===== config.mk =====
export PLATFORM = sky130hd
export DESIGN_NAME = txq_watermark_fifo
export DESIGN_NICKNAME = d
export VERILOG_FILES = /design/src/rtl/txq_pkg.sv /design/src/rtl/txq_store.sv /design/src/rtl/txq_thresh.sv /design/src/rtl/txq_ctrl.sv /design/src/rtl/txq_watermark_fifo.sv
export SDC_FILE = /design/constraint.sdc
export NUM_CORES = 1
export LEC_CHECK = 0
export BUFFER_PORTS_ARGS = -buffer_cell sky130_fd_sc_hd__clkbuf_2
export CORE_MARGIN = 2
export CORE_UTILIZATION = 31
export CTS_CLUSTER_DIAMETER = 100
export DETAILED_ROUTE_END_ITERATION = 12
export GPL_TIMING_DRIVEN = 0
export PLACE_DENSITY_LB_ADDON = 0.25
export SLEW_MARGIN = 25
export SYNTH_ARGS = -nofsm -noshare
export SYNTH_HDL_FRONTEND = slang
export SYNTH_SLANG_ARGS = --single-unit

===== constraint.sdc =====
create_clock -name clk -period 2.3 [get_ports clk]
set_input_delay 0.46 -clock clk [delete_from_list [all_inputs] [get_ports clk]]
set_output_delay 0.46 -clock clk [all_outputs]
set_load 0.02 [all_outputs]

===== src/rtl/txq_pkg.sv =====
package txq_pkg;
    typedef enum logic [1:0] {
        Q_EMPTY = 2'd0,
        Q_PART  = 2'd1,
        Q_FULL  = 2'd2
    } q_state_e;
endpackage


===== src/rtl/txq_store.sv =====
module txq_store #(
    parameter int DEPTH  = 8,
    parameter int DATA_W = 8,
    localparam int PTR_W = $clog2(DEPTH)
) (
    input  logic              clk,
    input  logic              we,
    input  logic [PTR_W-1:0]  waddr,
    input  logic [DATA_W-1:0] wdata,
    input  logic [PTR_W-1:0]  raddr,
    output logic [DATA_W-1:0] rdata
);
    logic [DATA_W-1:0] mem [DEPTH];

    always_ff @(posedge clk) begin
        if (we) begin
            mem[waddr] <= wdata;
        end
    end

    assign rdata = mem[raddr];
endmodule


===== src/rtl/txq_thresh.sv =====
module txq_thresh #(
    parameter int DEPTH = 8,
    localparam int PTR_W = $clog2(DEPTH)
) (
    input  logic             clk,
    input  logic             rst_n,
    input  logic             wr_en,
    input  logic [PTR_W-1:0] wdata,
    output logic [PTR_W-1:0] thresh
);
    always_ff @(posedge clk or negedge rst_n) begin
        if (!rst_n) begin
            thresh <= PTR_W'(1);
        end else if (wr_en) begin
            thresh <= wdata;
        end
    end

    // a write lands in the threshold on the next edge
    a_r7_thresh_load: assert property (@(posedge clk) disable iff (!rst_n)
        wr_en |=> thresh == $past(wdata));
    // with no write the threshold holds
    a_r10_thresh_hold: assert property (@(posedge clk) disable iff (!rst_n)
        !wr_en |=> $stable(thresh));
endmodule


===== src/rtl/txq_ctrl.sv =====
module txq_ctrl
    import txq_pkg::*;
#(
    parameter int DEPTH = 8,
    localparam int PTR_W = $clog2(DEPTH),
    localparam int LVL_W = PTR_W + 1
) (
    input  logic             clk,
    input  logic             rst_n,
    input  logic             flush,
    input  logic             push_req,
    input  logic             pop_req,
    output logic             push_ok,
    output logic [PTR_W-1:0] wr_ptr,
    output logic [PTR_W-1:0] rd_ptr,
    output logic [LVL_W-1:0] level,
    output logic             full,
    output logic             empty
);
    localparam logic [LVL_W-1:0] LVL_TOP  = LVL_W'(DEPTH - 1);
    localparam logic [LVL_W-1:0] LVL_ONE  = LVL_W'(1);
    localparam logic [PTR_W-1:0] PTR_LAST = PTR_W'(DEPTH - 1);

    q_state_e state, state_nx;
    logic     pop_ok;

    assign push_ok = push_req && !flush && (state != Q_FULL);
    assign pop_ok  = pop_req  && !flush && (state != Q_EMPTY);

    function automatic logic [PTR_W-1:0] bump(input logic [PTR_W-1:0] p);
        return (p == PTR_LAST) ? '0 : p + PTR_W'(1);
    endfunction

    // next-state logic
    always_comb begin
        state_nx = state;
        if (flush) begin
            state_nx = Q_EMPTY;
        end else begin
            unique case (state)
                Q_EMPTY: if (push_ok) state_nx = Q_PART;
                Q_PART: begin
                    if (push_ok && !pop_ok && level == LVL_TOP) begin
                        state_nx = Q_FULL;
                    end else if (pop_ok && !push_ok && level == LVL_ONE) begin
                        state_nx = Q_EMPTY;
                    end
                end
                Q_FULL:  if (pop_ok) state_nx = Q_PART;
                default: state_nx = Q_EMPTY;
            endcase
        end
    end

    // state register
    always_ff @(posedge clk or negedge rst_n) begin
        if (!rst_n) begin
            state <= Q_EMPTY;
        end else begin
            state <= state_nx;
        end
    end

    // datapath registers
    always_ff @(posedge clk or negedge rst_n) begin
        if (!rst_n) begin
            wr_ptr <= '0;
            rd_ptr <= '0;
            level  <= '0;
        end else if (flush) begin
            wr_ptr <= '0;
            rd_ptr <= '0;
            level  <= '0;
        end else begin
            if (push_ok) wr_ptr <= bump(wr_ptr);
            if (pop_ok)  rd_ptr <= bump(rd_ptr);
            unique case ({push_ok, pop_ok})
                2'b10:   level <= level + LVL_W'(1);
                2'b01:   level <= level - LVL_W'(1);
                default: level <= level;
            endcase
        end
    end

    // outputs
    always_comb begin
        full  = 1'b0;
        empty = 1'b0;
        unique case (state)
            Q_EMPTY: empty = 1'b1;
            Q_FULL:  full  = 1'b1;
            default: ;
        endcase
    end

    a_r11_full_level: assert property (@(posedge clk) disable iff (!rst_n)
        full |-> level == LVL_W'(DEPTH));
    a_r11_empty_level: assert property (@(posedge clk) disable iff (!rst_n)
        empty |-> level == '0);
    a_r4_no_overflow: assert property (@(posedge clk) disable iff (!rst_n)
        (push_req && full && !pop_req && !flush) |=> $stable(level) && $stable(wr_ptr));
    a_r5_no_underflow: assert property (@(posedge clk) disable iff (!rst_n)
        (pop_req && empty && !push_req && !flush) |=> $stable(level) && $stable(rd_ptr));
    a_r6_level_steady: assert property (@(posedge clk) disable iff (!rst_n)
        (push_req && pop_req && !full && !empty && !flush) |=> $stable(level));
    a_r9_flush_clears: assert property (@(posedge clk) disable iff (!rst_n)
        flush |=> empty && level == '0);
endmodule


===== src/rtl/txq_watermark_fifo.sv =====
module txq_watermark_fifo #(
    parameter int DEPTH    = 8,
    parameter int DATA_W   = 8,
    parameter int REG_AW   = 8,
    parameter int REG_DW   = 16,
    parameter logic [REG_AW-1:0] DATA_OFS = 8'h1C,
    parameter logic [REG_AW-1:0] THR_OFS  = 8'h28,
    localparam int PTR_W = $clog2(DEPTH),
    localparam int LVL_W = PTR_W + 1
) (
    input  logic              clk,
    input  logic              rst_n,
    input  logic              flush,
    input  logic              reg_wr,
    input  logic [REG_AW-1:0] reg_addr,
    input  logic [REG_DW-1:0] reg_wdata,
    output logic [REG_DW-1:0] reg_rdata,
    input  logic              pop,
    output logic [DATA_W-1:0] pop_data,
    output logic              full,
    output logic              empty,
    output logic [LVL_W-1:0]  level,
    output logic              below_mark
);
    logic             push_req, thr_wr, push_ok;
    logic [PTR_W-1:0] wr_ptr, rd_ptr, thresh;
    logic [DATA_W-1:0] head;
    logic             unused_bits;

    assign push_req    = reg_wr && (reg_addr == DATA_OFS);
    assign thr_wr      = reg_wr && (reg_addr == THR_OFS);
    assign unused_bits = ^reg_wdata[REG_DW-1:DATA_W];

    txq_ctrl #(.DEPTH(DEPTH)) u_ctrl (
        .clk(clk), .rst_n(rst_n), .flush(flush),
        .push_req(push_req), .pop_req(pop), .push_ok(push_ok),
        .wr_ptr(wr_ptr), .rd_ptr(rd_ptr), .level(level),
        .full(full), .empty(empty)
    );

    txq_store #(.DEPTH(DEPTH), .DATA_W(DATA_W)) u_store (
        .clk(clk), .we(push_ok), .waddr(wr_ptr),
        .wdata(reg_wdata[DATA_W-1:0]), .raddr(rd_ptr), .rdata(head)
    );

    txq_thresh #(.DEPTH(DEPTH)) u_thresh (
        .clk(clk), .rst_n(rst_n), .wr_en(thr_wr),
        .wdata(reg_wdata[PTR_W-1:0]), .thresh(thresh)
    );

    assign pop_data   = empty ? '0 : head;
    assign below_mark = level < {1'b0, thresh};
    assign reg_rdata  = (reg_addr == THR_OFS) ? REG_DW'(thresh) : '0;

    // the flag tracks the level against the stored threshold
    a_r8_mark_rise: assert property (@(posedge clk) disable iff (!rst_n)
        (flush && thresh != '0) |=> below_mark);
    // an empty queue presents zero
    a_r5_zero_when_empty: assert property (@(posedge clk) disable iff (!rst_n)
        empty |-> pop_data == '0);
endmodule


== Word-level counts from Yosys, hierarchy flattened ==
Memory sizes are Yosys's and may differ from the RTL's.
Index checks and enable logic that the tools add are counted.

* Latch bits: 0
* Memories: 1
* Output and inout port bits: 31
* Word-level logic and storage cells: 64
* Flip-flop bits (word level): 15
* ROM bits: 0
* Input bits: 29
* Memory bits (writable): 64

* Shift operators: 0
* Multipliers: 0
* Bitwise logic cells: 0
* Divide/modulo/power cells: 0
* Equality and inequality tests: 14
* Multiplexer cells: 20
* Add/subtract/negate cells: 4
* $lt $le $gt $ge: 1
* Reduce and logical (&&, ||, !) cells: 19

{| class="wikitable"
|+ Memory list
! memory !! words !! bits a word !! read ports !! clocked after memory_dff !! wr ports !! RTL line !! source
|-
| u_store.mem || 8 || 8 || 1 || 0 || 1 || txq_store.sv:13 || <nowiki>logic [DATA_W-1:0] mem [DEPTH];</nowiki>
|}

{| class="wikitable"
|+ Operators with widths
! operator !! count
|-
| 2-to-1 mux 3 bit || 7
|-
| logical AND 1 bit || 10
|-
| 2-to-1 mux 2 bit || 5
|-
| equality test 8 x 5 -> 1 bit, second input constant || 1
|-
| equality test 8 x 6 -> 1 bit, second input constant || 1
|-
| 2-to-1 mux 8 bit || 1
|-
| one-hot mux 4 bit (2 select lines) || 1
|-
| adder 3 x 1 -> 3 bit, second input constant || 2
|-
| equality test 3 bit, second input constant || 2
|-
| != test 3 x 2 -> 1 bit, second input constant || 2
|-
| one-hot mux 2 bit (3 select lines) || 1
|-
| nonzero test 2 bit || 3
|-
| adder 4 x 1 -> 4 bit, second input constant || 1
|-
| equality test 2 x 1 -> 1 bit, second input constant || 2
|-
| equality test 2 bit, second input constant || 2
|-
| equality test 4 x 1 -> 1 bit, second input constant || 1
|-
| equality test 4 x 3 -> 1 bit, second input constant || 1
|-
| < comparator 4 x 3 -> 1 bit || 1
|-
| 2-to-1 mux 1 bit || 4
|-
| 2-to-1 mux 4 bit || 1
|-
| != test 4 x 2 -> 1 bit, second input constant || 1
|-
| subtractor 4 x 1 -> 4 bit, second input constant || 1
|-
| zero test 1 bit || 3
|-
| AND reduction 3 bit || 1
|-
| other kinds (3) || 3
|}

== Longest topological paths before layout ==
* Word-level depth: 11
* Depth in mapped cells: 6
* Gate-level depth less buffers: 6

== Modules after synthesis ==
From an unflattened synthesis, not the netlist that was laid out.

* Cell total of the unflattened synthesis: 227
* Area total of the unflattened synthesis: 3702.3 µm²

{| class="wikitable"
|+ Modules (own cells, without submodules)
! module !! seq. area each (µm²) !! area an instance (µm²) !! instances !! cells an instance
|-
| txq_store || 1921.8 || 2531.2 || 1 || 106
|-
| txq_ctrl || 300.3 || 784.5 || 1 || 77
|-
| txq_watermark_fifo || 0.0 || 276.5 || 1 || 38
|-
| txq_thresh || 76.3 || 110.1 || 1 || 6
|}

== Least setup slack after synthesis ==
No wires, ideal clock.

* Path kind: input port to flip-flop
* Start: in reg_addr[0]
* End: mem u_store.mem[2][0], enable pin
* Stages: 5
* Data arrival time: 2.614 ns
* Library setup time: 0.385 ns
* Path buffers: 0
* Setup slack: -0.699 ns
* Data required time: 1.915 ns
* Cell sequence: or4b_1 > or2_1 > nor4_4 > nand2b_1 > nor3b_1

* Word-level cells in the longest chain between the ends: 6

{| class="wikitable"
|+ RTL lines
! element !! RTL line !! source
|-
| start, declared || txq_watermark_fifo.sv:15 || <nowiki>input logic [REG_AW-1:0] reg_addr,</nowiki>
|-
| equality test 8 x 5 -> 1 bit || txq_watermark_fifo.sv:30 || <nowiki>assign push_req = reg_wr && (reg_addr == DATA_OFS);</nowiki>
|-
| logical AND 1 bit || txq_watermark_fifo.sv:30 ||
|-
| logical AND 1 bit (2 in series) || txq_ctrl.sv:27 || <nowiki>assign push_ok = push_req && !flush && (state != Q_FULL);</nowiki>
|-
| 2-to-1 mux 1 bit || txq_store.sv:16 || <nowiki>if (we) begin</nowiki>
|-
| 2-to-1 mux 1 bit (not written as such) || txq_store.sv:17 || <nowiki>mem[waddr] <= wdata;</nowiki>
|-
| end, declared || txq_store.sv:13 ||
|}

No other way between the ends.

== Worst setup path in the final report ==
* Start: in reg_addr[0]
* End: out reg_rdata[0]

* Word-level cells in the longest chain between the ends: 2

{| class="wikitable"
|+ RTL lines
! element !! RTL line !! source
|-
| equality test 8 x 6 -> 1 bit || txq_watermark_fifo.sv:53 || <nowiki>assign reg_rdata = (reg_addr == THR_OFS) ? REG_DW'(thresh) : '0;</nowiki>
|-
| 2-to-1 mux 3 bit || txq_watermark_fifo.sv:53 ||
|-
| end, declared || txq_watermark_fifo.sv:17 || <nowiki>output logic [REG_DW-1:0] reg_rdata,</nowiki>
|}

No other way between the ends.

==> metrics.cfg <==
[die]
fp.dieH_um = 111.2
dieArea_um2 = 12360
core_um2 = 11320
rows = 39
initial_core_util_pct = 31.47
die_x_um = 111.2
pin_count = 60

[grt]
grt.busiest_layer = met2
track_usage_pct = 13.04
grtUsageMet1_pct = 17.11
grt_pass1_vias = 2124
antenna_found_initial = 0
grt_pass1_wl_um = 11970
grt_start_max_net_pins = 16
use_met2_pct = 21.10
grtUsageMet3_pct = 4.210
grt_overflow = 0

[critical_path]
arrival_ns = 1.95
crit_type = primary input to output pin
cp_max_fo = 4
crit_path_end_kind = output pin
critical_path_required_ns = 1.84
start_kind = primary input

[clocking]
cts_tree = done
clk_pin_slew_ns = 0.06
cts_hold_buffers = 0
clockBufferDepth = 2
root_buffer = clkbuf_16
clock_insertion_delay_worst_skew_ns = 0.34
h-tree-depth = 3
cts_buffers = 9
numClockSinks = 79

[power_and_ir_drop]
ir_drop_mv = 0.3235
p_sw_mw = 0.6501
swShare_pct = 21.80
power_frac_comb_pct = 3.7
power_density_nw_per_um2 = 625.1
power.internal_mw = 2.332
p_leak_nw = 1.779
p_clk_share_pct = 44.3
pwr-share-seq_pct = 52.0

[synthesis]
synthTopCellsByArea = edfxtp_1 (54%), mux4_2 (10%), dfrtp_1 (9.8%)
async_flop_share_pct = 18.99
ys_ff_latch = 79
synth_top_cell_by_area = edfxtp_1
syn_area_um2 = 3562
syn_inst = 228
netlist.area_leader.share_pct = 53.95
yosysSeqAreaShare_pct = 64.52
synth_edf_count = 64
synth.avg_cell_area_um2 = 15.62
yosysWarnings = 0
synth_cell_types = 44
synthFlopType = edfxtp_1

[drt]
first_iter_violations = 84
vias = 2170
wl_um = 7718
wl_per_cell_um = 16.71
ant_nets = 0
viasPerCell = 4.697
firstDrtPassIters = 4
drc = 0

[cells_and_area]
finalInstanceArea_um2 = 4771
multiInputGateArea_um2 = 1300
ff_latch_area_um2 = 2300
num_antenna_cells = 0
fillers = 1035
fin_nets = 351
drive_gt1_share_pct = 43.57
area_delta_synth_final_pct = 33.93

[sta]
setup_slack_ns = -0.1051
clock_skew_ns = 0.005344
drv_slew = 0
rsz0062_at_grt = true
fin_crit_ns = 2.405
slew_headroom_pct = 45.74
tns_ns = -0.6699
setup_viol = 11
timing.final.crit_share_pct = 104.6
hold_slack_ns = 0.04026
worstMarginPinSlew_ns = 0.8139
max_freq_mhz = 415.8
hold_violations = 0

[flow_run]
max_cap_violations = 0

[outcome]
status = finished, violations left
violations = negative setup slack

[placement]
placed_area_um2 = 4061
place.port_buffers = 38
globalplace.congestion = 0.7297
hpwl_um = 4649
pre_cts_slack_ns = -0.8283

[min_path]
hold_path.class = primary input to asynchronous set/reset pin

==> synth_stat cells (2+ instances only) <==
library cell	instances
mux2i_1	11
o21ai_0	2
and2_1	3
nor2_1	17
buf_4	13
edfxtp_1	64
nand2_1	8
a211oi_1	2
mux2_2	5
a21oi_1	5
nor3_1	6
ha_1	8
nand2b_1	4
clkbuf_1	5
nand3_1	2
a31oi_1	2
o211ai_1	2
nor4b_1	2
nand3b_1	2
mux4_2	16
nor3b_1	5
nor2b_1	3
inv_1	6
dfrtp_1	14
buf_2	2
==> layout make-up <==
| class | instances | share of cell area [%] |
|---|---|---|
| repair buffers | 63 | 10.70 |
| clock inverters | 7 | 1.128 |
| multi-input cells | 134 | 27.25 |
| clock buffers | 9 | 4.721 |
| inverters | 6 | 0.4721 |
| flip-flops and latches | 79 | 48.20 |
| well taps | 143 | 3.750 |
| plain buffers | 21 | 3.777 |
==> worst paths after layout <==
path / from / endpoint / slack [ns] / depth (start not counted)
hold reg to reg: u_ctrl.state[0]$_DFFE_PN0P_ / u_ctrl.state[0]$_DFFE_PN0P_ / 0.55 / 1
setup / recovery: reg_addr[0] / reg_rdata[0] / -0.11 / 6
setup reg to reg: u_ctrl.state[0]$_DFFE_PN0P_ / u_store.mem[3][5]$_DFFE_PP_ / 0.11 / 7
min in group clk: pop / u_ctrl.state[1]$_DFFE_PN0P_ / 0.33 / 2
hold / removal: rst_n / u_ctrl.level[2]$_DFFE_PN0P_ / 0.04 / 1
max in group asynchronous: rst_n / u_thresh.thresh[0]$_DFFE_PN1P_ / 1.94 / 1
==> metal layers <==
layer | vias up | part of all wire, %
li1 | 1030 | -
met1 | 1076 | 46
met2 | 58 | 49
met3 | 6 | 4.5
met4 | 0 | 0.74
met5 | - | 0
==> registers in the layout, indices dropped and copies added, names as in the netlist <==
signal,cells
u_ctrl.level,4
u_ctrl.wr_ptr,3
u_thresh.thresh,3
u_ctrl.state,2
u_store.mem,64
u_ctrl.rd_ptr,3
==> what timing repair did <==
| item | CTS | global route |
|---|---|---|
| setup endpoints to repair | 76 | 80 |
| setup buffers | 21 | 3 |
| gates cloned | 1 | 0 |
| resized for setup | 33 | 24 |
| pin swaps | 9 | 7 |
==> power groups by stage <==
stage / clock network [mW] / logic (mW) / registers, mW
3_3_place_gp: 0 / 0.100 / 1.58
3_5_place_dp: 0 / 0.102 / 1.58
6_report: 1.32 / 0.109 / 1.55
2_1_floorplan: 0 / 0.0561 / 1.58
4_1_cts: 1.34 / 0.107 / 1.55
5_1_grt: 1.41 / 0.120 / 1.55
==> layout by cell type (no fill, tap or decap), types with 7 or more instances in the layout <==
cell type / synthesis / routed
buf_4: 13 / 33
clkbuf_16: 0 / 10
clkbuf_2: 0 / 26
conb_1: 1 / 13
dfrtp_1: 14 / 13
edfxtp_1: 64 / 64
ha_1: 8 / 8
mux2i_1: 11 / 11
mux4_2: 16 / 16
nand2_1: 8 / 7
nor2_1: 17 / 14
==> worst max-delay path, cell delays in order <==
cell and delay (ns):
buf_6 0.09, or4b_4 0.53, or2_4 0.26, nor4b_4 0.29, and2_4 0.21, buf_8 0.10
==> per-stage QoR <==
step           total power [mW]  cells  utilization, %
2_1_floorplan             1.638    240               -
5_1_grt                   3.080    462           42.14
6_report                  2.982    462           42.14
3_5_place_dp              1.683    421           35.88
4_1_cts                   3.002    459           41.49
3_3_place_gp              1.682    421           35.82
==> cell families (layout without fill, tap and decap cells) <==
family,after synthesis,in the layout,synth area share [%]
other,1,13,0.1053
AO/OA/AOI/OAI,19,19,3.477
AND/OR/NAND/NOR,61,61,9.765
buffers and inverters,27,106,4.285
XOR/XNOR,1,1,0.2459
flip-flops,79,79,64.52
adder cells (fa/ha/maj),8,8,2.810
multiplexers,32,32,14.79
No activity file was read; power rests on OpenSTA's default activity.
